[config.mk]
export PLATFORM = sky130hd
export DESIGN_NAME = vec_issue_top
export DESIGN_NICKNAME = d
export VERILOG_FILES = /design/src/rtl/vec_issue_pkg.sv /design/src/rtl/vec_issue_ctrl.sv /design/src/rtl/vec_issue_datapath.sv /design/src/rtl/vec_issue_top.sv
export SDC_FILE = /design/constraint.sdc
export NUM_CORES = 1
export LEC_CHECK = 0
export BUFFER_PORTS_ARGS = -buffer_cell sky130_fd_sc_hd__buf_2
export CORE_ASPECT_RATIO = 2
export CORE_MARGIN = 5
export CORE_UTILIZATION = 50
export CTS_BUF_LIST = sky130_fd_sc_hd__clkbuf_2
export DETAILED_ROUTE_END_ITERATION = 16
export PLACE_DENSITY = 0.8
export SLEW_MARGIN = 40
export SYNTH_ARGS = -nofsm -noshare
export SYNTH_HDL_FRONTEND = slang
export SYNTH_HIERARCHICAL = 1
export SYNTH_SLANG_ARGS = --single-unit
[constraint.sdc]
create_clock -name clk -period 7 [get_ports clk]
set_clock_uncertainty 0.2 [all_clocks]
set_input_delay 0.35 -clock clk [delete_from_list [all_inputs] [get_ports clk]]
set_output_delay 0.35 -clock clk [all_outputs]
set_load 0.01 [all_outputs]
[src/rtl/vec_issue_pkg.sv]
package vec_issue_pkg;
  localparam int INSTR_W  = 16;
  localparam int OP_W     = 4;
  localparam int PORT_W   = 3;
  localparam int SIZE_W   = 7;
  localparam int ACC_W    = 4;
  localparam int ACC_ARG_W = 10;
  localparam int NUM_ACC  = 1 << ACC_W;

  // control -> datapath launch strobe
  typedef struct packed {
    logic              start;
    logic [OP_W-1:0]   op;
    logic [PORT_W-1:0] ports;
    logic [SIZE_W-1:0] size;
  } vecLaunch_t;

  typedef enum logic [1:0] {
    CLS_NORMAL = 2'd0,
    CLS_IDLE   = 2'd1,
    CLS_VECTOR = 2'd2,
    CLS_ACCEL  = 2'd3
  } instrClass_t;
endpackage

[src/rtl/vec_issue_ctrl.sv]
module vec_issue_ctrl
  import vec_issue_pkg::*;
(
  input  logic                 clk,
  input  logic                 rstN,
  input  logic                 instrValid,
  input  logic [INSTR_W-1:0]   instrWord,
  input  logic [NUM_ACC-1:0]   accelDone,
  input  logic                 vecBusy,
  input  logic                 vecFree,
  output logic                 instrStall,
  output vecLaunch_t           launch,
  output logic                 aluIssue,
  output logic [INSTR_W-2:0]   aluWord,
  output logic                 accCmdValid,
  output logic [ACC_W-1:0]     accCmdUnit,
  output logic [ACC_ARG_W-1:0] accCmdArg
);
  localparam int IDLE_OP_HI = INSTR_W - 2;
  localparam int IDLE_OP_LO = INSTR_W - 5;

  instrClass_t cls;
  logic        blocked;
  logic        accept;
  logic        idleOnAcc;
  logic [ACC_W-1:0] idleUnit;

  assign idleOnAcc = instrWord[ACC_W];
  assign idleUnit  = instrWord[ACC_W-1:0];

  always_comb begin
    if (!instrWord[INSTR_W-1]) begin
      cls = (&instrWord[IDLE_OP_HI:IDLE_OP_LO]) ? CLS_IDLE : CLS_NORMAL;
    end else if (instrWord[INSTR_W-2]) begin
      cls = CLS_ACCEL;
    end else begin
      cls = CLS_VECTOR;
    end
  end

  always_comb begin
    unique case (cls)
      CLS_VECTOR: blocked = !vecFree;
      CLS_IDLE:   blocked = idleOnAcc ? !accelDone[idleUnit] : vecBusy;
      default:    blocked = 1'b0;
    endcase
  end

  assign instrStall = instrValid && blocked;
  assign accept     = instrValid && !blocked;

  always_comb begin
    launch.start = accept && (cls == CLS_VECTOR);
    launch.op    = instrWord[INSTR_W-3 -: OP_W];
    launch.ports = instrWord[INSTR_W-3-OP_W -: PORT_W];
    launch.size  = instrWord[SIZE_W-1:0];
  end

  always_ff @(posedge clk) begin
    if (!rstN) begin
      aluIssue    <= 1'b0;
      aluWord     <= '0;
      accCmdValid <= 1'b0;
      accCmdUnit  <= '0;
      accCmdArg   <= '0;
    end else begin
      aluIssue    <= accept && (cls == CLS_NORMAL);
      accCmdValid <= accept && (cls == CLS_ACCEL);
      if (accept && (cls == CLS_NORMAL)) begin
        aluWord <= instrWord[INSTR_W-2:0];
      end
      if (accept && (cls == CLS_ACCEL)) begin
        accCmdUnit <= instrWord[INSTR_W-3 -: ACC_W];
        accCmdArg  <= instrWord[ACC_ARG_W-1:0];
      end
    end
  end
endmodule

[src/rtl/vec_issue_datapath.sv]
module vec_issue_datapath
  import vec_issue_pkg::*;
#(
  parameter int LANES = 2
) (
  input  logic               clk,
  input  logic               rstN,
  input  vecLaunch_t         launch,
  output logic               vecBusy,
  output logic               vecFree,
  output logic [OP_W-1:0]    vecOp,
  output logic [PORT_W-1:0]  vecPorts,
  output logic               vecElemStrobe,
  output logic [SIZE_W-1:0]  vecElemIdx,
  output logic [$clog2(LANES+1)-1:0] vecElemCnt
);
  localparam int CNT_W = $clog2(LANES + 1);
  localparam logic [SIZE_W-1:0] STEP = SIZE_W'(LANES);

  logic              busyQ;
  logic [SIZE_W-1:0] remQ;
  logic [SIZE_W-1:0] idxQ;
  logic [OP_W-1:0]   opQ;
  logic [PORT_W-1:0] portQ;
  logic              lastCycle;

  assign lastCycle = busyQ && (remQ <= STEP);
  assign vecFree   = !busyQ || lastCycle;

  always_ff @(posedge clk) begin
    if (!rstN) begin
      busyQ <= 1'b0;
      remQ  <= '0;
      idxQ  <= '0;
      opQ   <= '0;
      portQ <= '0;
    end else if (launch.start) begin
      busyQ <= 1'b1;
      remQ  <= launch.size;
      idxQ  <= '0;
      opQ   <= launch.op;
      portQ <= launch.ports;
    end else if (busyQ) begin
      if (lastCycle) begin
        busyQ <= 1'b0;
        remQ  <= '0;
      end else begin
        remQ <= remQ - STEP;
        idxQ <= idxQ + STEP;
      end
    end
  end

  assign vecBusy       = busyQ;
  assign vecOp         = opQ;
  assign vecPorts      = portQ;
  assign vecElemStrobe = busyQ && (remQ != '0);
  assign vecElemIdx    = idxQ;
  assign vecElemCnt    = (remQ >= STEP) ? CNT_W'(LANES) : remQ[CNT_W-1:0];
endmodule

[src/rtl/vec_issue_top.sv]
module vec_issue_top
  import vec_issue_pkg::*;
(
  input  logic                 clk,
  input  logic                 rstN,
  input  logic                 instrValid,
  input  logic [15:0]          instrWord,
  output logic                 instrStall,
  input  logic [15:0]          accelDone,
  output logic                 aluIssue,
  output logic [14:0]          aluWord,
  output logic                 accCmdValid,
  output logic [3:0]           accCmdUnit,
  output logic [9:0]           accCmdArg,
  output logic                 vecBusy,
  output logic [3:0]           vecOp,
  output logic [2:0]           vecPorts,
  output logic                 vecElemStrobe,
  output logic [6:0]           vecElemIdx,
  output logic [1:0]           vecElemCnt
);
  vecLaunch_t launch;
  logic       vecFree;

  vec_issue_ctrl u_ctrl (
    .clk(clk), .rstN(rstN),
    .instrValid(instrValid), .instrWord(instrWord), .accelDone(accelDone),
    .vecBusy(vecBusy), .vecFree(vecFree),
    .instrStall(instrStall), .launch(launch),
    .aluIssue(aluIssue), .aluWord(aluWord),
    .accCmdValid(accCmdValid), .accCmdUnit(accCmdUnit), .accCmdArg(accCmdArg)
  );

  vec_issue_datapath #(.LANES(2)) u_dp (
    .clk(clk), .rstN(rstN), .launch(launch),
    .vecBusy(vecBusy), .vecFree(vecFree),
    .vecOp(vecOp), .vecPorts(vecPorts),
    .vecElemStrobe(vecElemStrobe), .vecElemIdx(vecElemIdx), .vecElemCnt(vecElemCnt)
  );
endmodule

# --- Word-level counts from Yosys, hierarchy flattened ---
# Cells that the tools add are included.
totals:
  reg_bits: 53
  in_bits: 35
  elab_cells: 52
classes:
  n_bitwise: 2
  mux: 14
  n_lt_le_gt_ge: 3
  add_sub_neg: 2
  n_reduce_logical: 18
  eq_ne: 3
ops:
  columns: ["op", "count"]
  rows:
  - ["7-bit two-way mux", 3]
  - ["7-bit by 2-bit adder with 7-bit output, second input constant", 1]
  - ["7-bit by 2-bit greater-or-equal comparator with 1-bit output, second input constant", 1]
  - ["7-bit by 2-bit less-or-equal comparator with 1-bit output, second input constant", 1]
  - ["1-bit logical AND", 7]
  - ["1-bit two-way mux", 7]
  - ["7-bit nonzero test", 1]
  - ["7-bit by 2-bit subtractor with 7-bit output, second input constant", 1]
  - ["4-bit by 5-bit < comparator with 1-bit output, second input constant", 1]
  - ["1-bit binary-select mux with 4-bit select", 1]
  - ["2-bit == test, second input constant", 2]
  - ["1-bit zero test", 4]
  - ["2-bit two-way mux", 2]
  - ["4-bit AND reduction", 1]
  - ["2-bit by 1-bit == test with 1-bit output, second input constant", 1]
  - ["2-bit zero test", 1]
  - ["1-bit inverter", 2]
  - ["1-bit case mux with 2 select lines", 1]
  - ["2-bit AND reduction", 1]
  - ["2-bit nonzero test", 1]
  - ["2-bit OR reduction", 1]
  - ["1-bit logical OR", 1]

# --- Longest topological paths before layout ---
logic_depth:
  ltp_word: 9
  depth_mapped: 12
  ltp_nobuf: 10

# --- Hierarchy ---
# Netlist, hierarchy kept.
by_module_without_submodules:
  columns: ["mod", "cells_each", "area_each_um2", "seq_area_each_um2", "n_inst"]
  rows:
  - ["vec_issue_ctrl", 150, 1373.8, 620.6, 1]
  - ["vec_issue_datapath", 115, 1051.0, 420.4, 1]

# --- Worst setup path after synthesis ---
# OpenSTA, ideal clock, no wires.
synth_path:
  kind: "reg2reg"
  start: "register u_dp.remQ[1]"
  end: "register u_dp.opQ[0] (netlist: u_dp/vecOp[0])"
  t_arrival_ns: 2.307
  setup_ns: 0.116
  slack_ns: 4.376
  path_buffers: 3
  stages_incl_launch_ff: 12
  path_cell_list: "dfxtp_1 > inv_1 > ha_1 > and2b_2 > a21o_4 > inv_2 > buf_6 > and4b_1 > clkbuf_1 > buf_1 > mux2i_1 > nor2b_1"
synth_lines:
  columns: ["item", "line", "text"]
  rows:
  - ["from (decl)", "vec_issue_datapath.sv:21", "logic [SIZE_W-1:0] remQ;"]
  - ["from (signal assigned)", "vec_issue_datapath.sv:39", "remQ <= launch.size;"]
  - ["from (signal assigned)", "vec_issue_datapath.sv:48", "remQ <= remQ - STEP;"]
  - ["to (signal assigned)", "vec_issue_datapath.sv:41", "opQ <= launch.op;"]
  - ["to (decl)", "vec_issue_datapath.sv:23", "logic [OP_W-1:0] opQ;"]

==> flow_results.xml <==
<?xml version="1.0" encoding="UTF-8"?>
<metrics>
  <group name="critical_path">
    <metric name="critical_path_peak_fanout" unit="">16</metric>
    <metric name="critical_path.reg2reg.startpoint" unit="">u_dp/remQ[1]$_SDFFE_PN0P_</metric>
    <metric name="worstSetupPathType" unit="">flip-flop to flip-flop</metric>
    <metric name="critical_path.startpoint_type" unit="">flip-flop</metric>
    <metric name="cp-startpoint" unit="">u_dp/remQ[1]$_SDFFE_PN0P_</metric>
    <metric name="critPathCaptureType" unit="">flip-flop</metric>
    <metric name="timing.critical_path.required" unit="ns">7.15</metric>
    <metric name="worstPathArrival" unit="ns">3.36</metric>
  </group>
  <group name="logic_synthesis">
    <metric name="yosysSeqAreaShare" unit="">0.429</metric>
    <metric name="synth-main-ff-cell" unit="">dfxtp_1</metric>
    <metric name="synth.mux.area_fraction" unit="">0.149</metric>
    <metric name="ys_async_sr_fraction" unit="">0</metric>
    <metric name="synth_edf_count" unit="">0</metric>
    <metric name="synth.cell_area" unit="sq mm">0.00242</metric>
    <metric name="syn-mean-instance-area" unit="sq um">9.15</metric>
    <metric name="complex_gate_fraction_of_the_synthesized_area" unit="">0.124</metric>
    <metric name="combinational_family_with_the_most_area_after_synthesis" unit="">simple AND/OR/NAND/NOR gates</metric>
    <metric name="synthAdderAreaFrac" unit="">0.0103</metric>
    <metric name="top_post_synthesis_cells_by_area" unit="">dfxtp_1, mux2i_1, buf_4</metric>
    <metric name="synthesis.instances" unit="">265</metric>
    <metric name="yosys.cell_types.count" unit="">46</metric>
    <metric name="netlist.area_leader.share" unit="">0.429</metric>
    <metric name="syn_nets" unit="">302</metric>
    <metric name="synth_xor_area_frac" unit="">0.00361</metric>
    <metric name="yosysWarningCount" unit="">6</metric>
    <metric name="yosysTopAreaCell" unit="">dfxtp_1</metric>
    <metric name="synth-seq-cells" unit="">52</metric>
    <metric name="synth_simple_gate_area_share" unit="">0.193</metric>
  </group>
  <group name="drt">
    <metric name="total_iterations_of_the_first_detailed_routing_run" unit="">4</metric>
    <metric name="drt_drc_violations_left" unit="">0</metric>
    <metric name="detailroute.via_count" unit="">2167</metric>
    <metric name="routed_wl" unit="mm">5.82</metric>
    <metric name="routed_wl_per_cell" unit="microns">14.6</metric>
    <metric name="detailedRoute.firstIterationViolations" unit="">68</metric>
    <metric name="antenna_left" unit="">0</metric>
    <metric name="via_per_inst" unit="">5.43</metric>
  </group>
  <group name="grt">
    <metric name="initial_antenna_violation_count" unit="">0</metric>
    <metric name="grt_first_pass_wirelength" unit="mm">9.37</metric>
    <metric name="number_of_global_route_vias_before_repair" unit="">2101</metric>
    <metric name="grt_max_degree" unit="">32</metric>
    <metric name="globalRouteTotalUtil" unit="">0.186</metric>
    <metric name="grt-ovfl-total" unit="">0</metric>
  </group>
  <group name="sta">
    <metric name="hold_slack" unit="ns">0.0276</metric>
    <metric name="tns" unit="ns">0</metric>
    <metric name="finalCriticalPeriod" unit="ns">3.20</metric>
    <metric name="hold_violations" unit="">0</metric>
    <metric name="finalWorstSetupSlack" unit="ns">3.80</metric>
    <metric name="layout_worst_path_cycle_share" unit="">0.458</metric>
    <metric name="worst-slew-pin-transition" unit="ns">0.719</metric>
    <metric name="clock.fmax" unit="MHz">312</metric>
    <metric name="final-setup-viol-count" unit="">0</metric>
    <metric name="slew_headroom" unit="">0.520</metric>
    <metric name="rsz0062_at_grt" unit="">false</metric>
    <metric name="drv_slew" unit="">0</metric>
  </group>
  <group name="clocking">
    <metric name="clock_tree.root_cell" unit="">clkbuf_2</metric>
    <metric name="cts_tree" unit="">built</metric>
    <metric name="depth_of_the_cts_h_tree" unit="">2</metric>
    <metric name="clkSlewWorstSetupHoldPaths" unit="ns">0.26</metric>
    <metric name="cts.path.max_buffers" unit="">2</metric>
    <metric name="worst_skew_late_latency" unit="ns">0.41</metric>
    <metric name="hold_buffers" unit="">14</metric>
    <metric name="post_cts_buffers" unit="">0</metric>
    <metric name="cts.sink_count" unit="">52</metric>
    <metric name="postCtsResizedCells" unit="">0</metric>
    <metric name="clock_buffer_count_from_cts" unit="">5</metric>
  </group>
  <group name="final_layout">
    <metric name="most_used_cells_in_the_layout_excluding_fill_and_tap_cells" unit="">buf_2, dfxtp_1, nand2_1, mux2i_1, a21oi_1</metric>
    <metric name="final_common_cell" unit="">buf_2</metric>
    <metric name="number_of_nets_in_the_layout" unit="">378</metric>
    <metric name="final_area" unit="sq mm">0.00294</metric>
    <metric name="drive_above_1_share" unit="">0.301</metric>
    <metric name="antennaDiodeCount" unit="">0</metric>
    <metric name="synth_to_layout_area_growth" unit="%">21.1</metric>
    <metric name="final_util" unit="">0.615</metric>
  </group>
  <group name="power">
    <metric name="ir_drop" unit="mV">0.162</metric>
    <metric name="p_leak" unit="uW">0.00141</metric>
    <metric name="power.density" unit="mW/mm^2">196</metric>
  </group>
  <group name="die">
    <metric name="die_width" unit="microns">59.2</metric>
    <metric name="placeableCoreArea" unit="sq mm">0.00477</metric>
    <metric name="die-height" unit="microns">108</metric>
    <metric name="row_count" unit="">36</metric>
    <metric name="ios" unit="">85</metric>
    <metric name="dieArea" unit="sq mm">0.00643</metric>
    <metric name="start_util" unit="">0.508</metric>
  </group>
  <group name="place">
    <metric name="buffer_ports.inserted" unit="">83</metric>
    <metric name="placed_area" unit="sq mm">0.00273</metric>
    <metric name="rd_place_congestion" unit="">0.799</metric>
    <metric name="place_ws" unit="ns">3.81</metric>
    <metric name="post-dp-hpwl" unit="mm">4.33</metric>
  </group>
  <group name="hold_path">
    <metric name="min-delay-path-class" unit="">input pin to flip-flop</metric>
    <metric name="timing.hold.worst.start" unit="">instrWord[3]</metric>
  </group>
  <group name="job">
    <metric name="cap_viol_max_count" unit="">0</metric>
  </group>
  <group name="run_status">
    <metric name="run_status" unit="">finished clean</metric>
  </group>
</metrics>
## cell families after synthesis
logic type                 count (synthesis)
and+or+nand+nor                           96
DFF                                       52
AOI/OAI and AO/OA                         47
buffers and inverters                     35
muxes                                     31
adders and majority gates                  2
other                                      1
xor gates and xnor gates                   1
## state kept, by name (all words and copies together) (netlist names)
signal / cells
u_ctrl/accCmdArg: 10
u_dp/remQ: 7
u_ctrl/accCmdValid: 1
u_ctrl/accCmdUnit: 4
u_dp/vecOp: 4
u_dp/vecBusy: 1
u_ctrl/aluIssue: 1
u_dp/vecElemIdx: 6
u_dp/vecPorts: 3
u_ctrl/aluWord: 15
## where the power goes
part	switching, uW	internal (uW)
combinational	50.6	46.7
sequential	10.5	309
clock	93.4	63.3
total	155	419
## layout make-up
class                      count  area [sq um]
clock buffer                   6          30.0
multi-input combinational    178          1170
clock inverter                 2          38.8
timing repair buffer          98           563
inverter                       6          22.5
tap                           57          71.3
sequential                    52          1040
fill                         441          1840
## critical path: stages, from the launching register on
cell and delay [ns]:
dfxtp_1 0.42, inv_1 0.10, ha_1 0.24, and2b_2 0.25
a21o_4 0.23, inv_2 0.16, and4b_1 0.70, inv_1 0.30
nand2_1 0.25, nor2_1 0.06, a31o_2 0.24
## stage by stage
step | instances | power [uW]
floorplan | 265 | 388
global placement | 376 | 413
detailed placement | 377 | 417
global route | 399 | 603
finish | 399 | 574
CTS | 399 | 580
## cell usage after synthesis (2+ instances only)
library cell	count
a21oi_1	24
and3_1	2
buf_4	18
buf_6	2
clkbuf_1	7
dfxtp_1	52
ha_1	2
inv_1	5
mux2i_1	27
mux4_1	3
nand2_1	35
nand2b_1	3
nand3_1	3
nand4_1	2
nor2_1	22
nor2b_1	8
nor3_1	6
nor3b_1	3
nor4_1	3
o211a_1	2
o21ai_0	7
o21ai_1	3
o311a_1	2
or3_1	2
## metal layers
layer,up-vias,global-route usage,part of all wire
met3,5,0.0430,0.074
met2,88,0.322,0.50
met1,1019,0.229,0.41
li1,1055,-,-
met5,-,0,0
met4,0,0.0405,0.0096
## path summary, 6_finish.rpt
kind	endpoint	slack, ns	cells after the start
max reg2reg	u_dp/vecElemIdx[3]$_SDFFE_PP0P_	3.80	10
min reg2reg	u_ctrl/accCmdArg[6]$_SDFFE_PN0P_	0.27	2
min	u_ctrl/accCmdArg[3]$_SDFFE_PN0P_	0.03	3
max	u_dp/vecElemIdx[3]$_SDFFE_PP0P_	3.80	10
No activity file was read; power rests on OpenSTA's default activity.
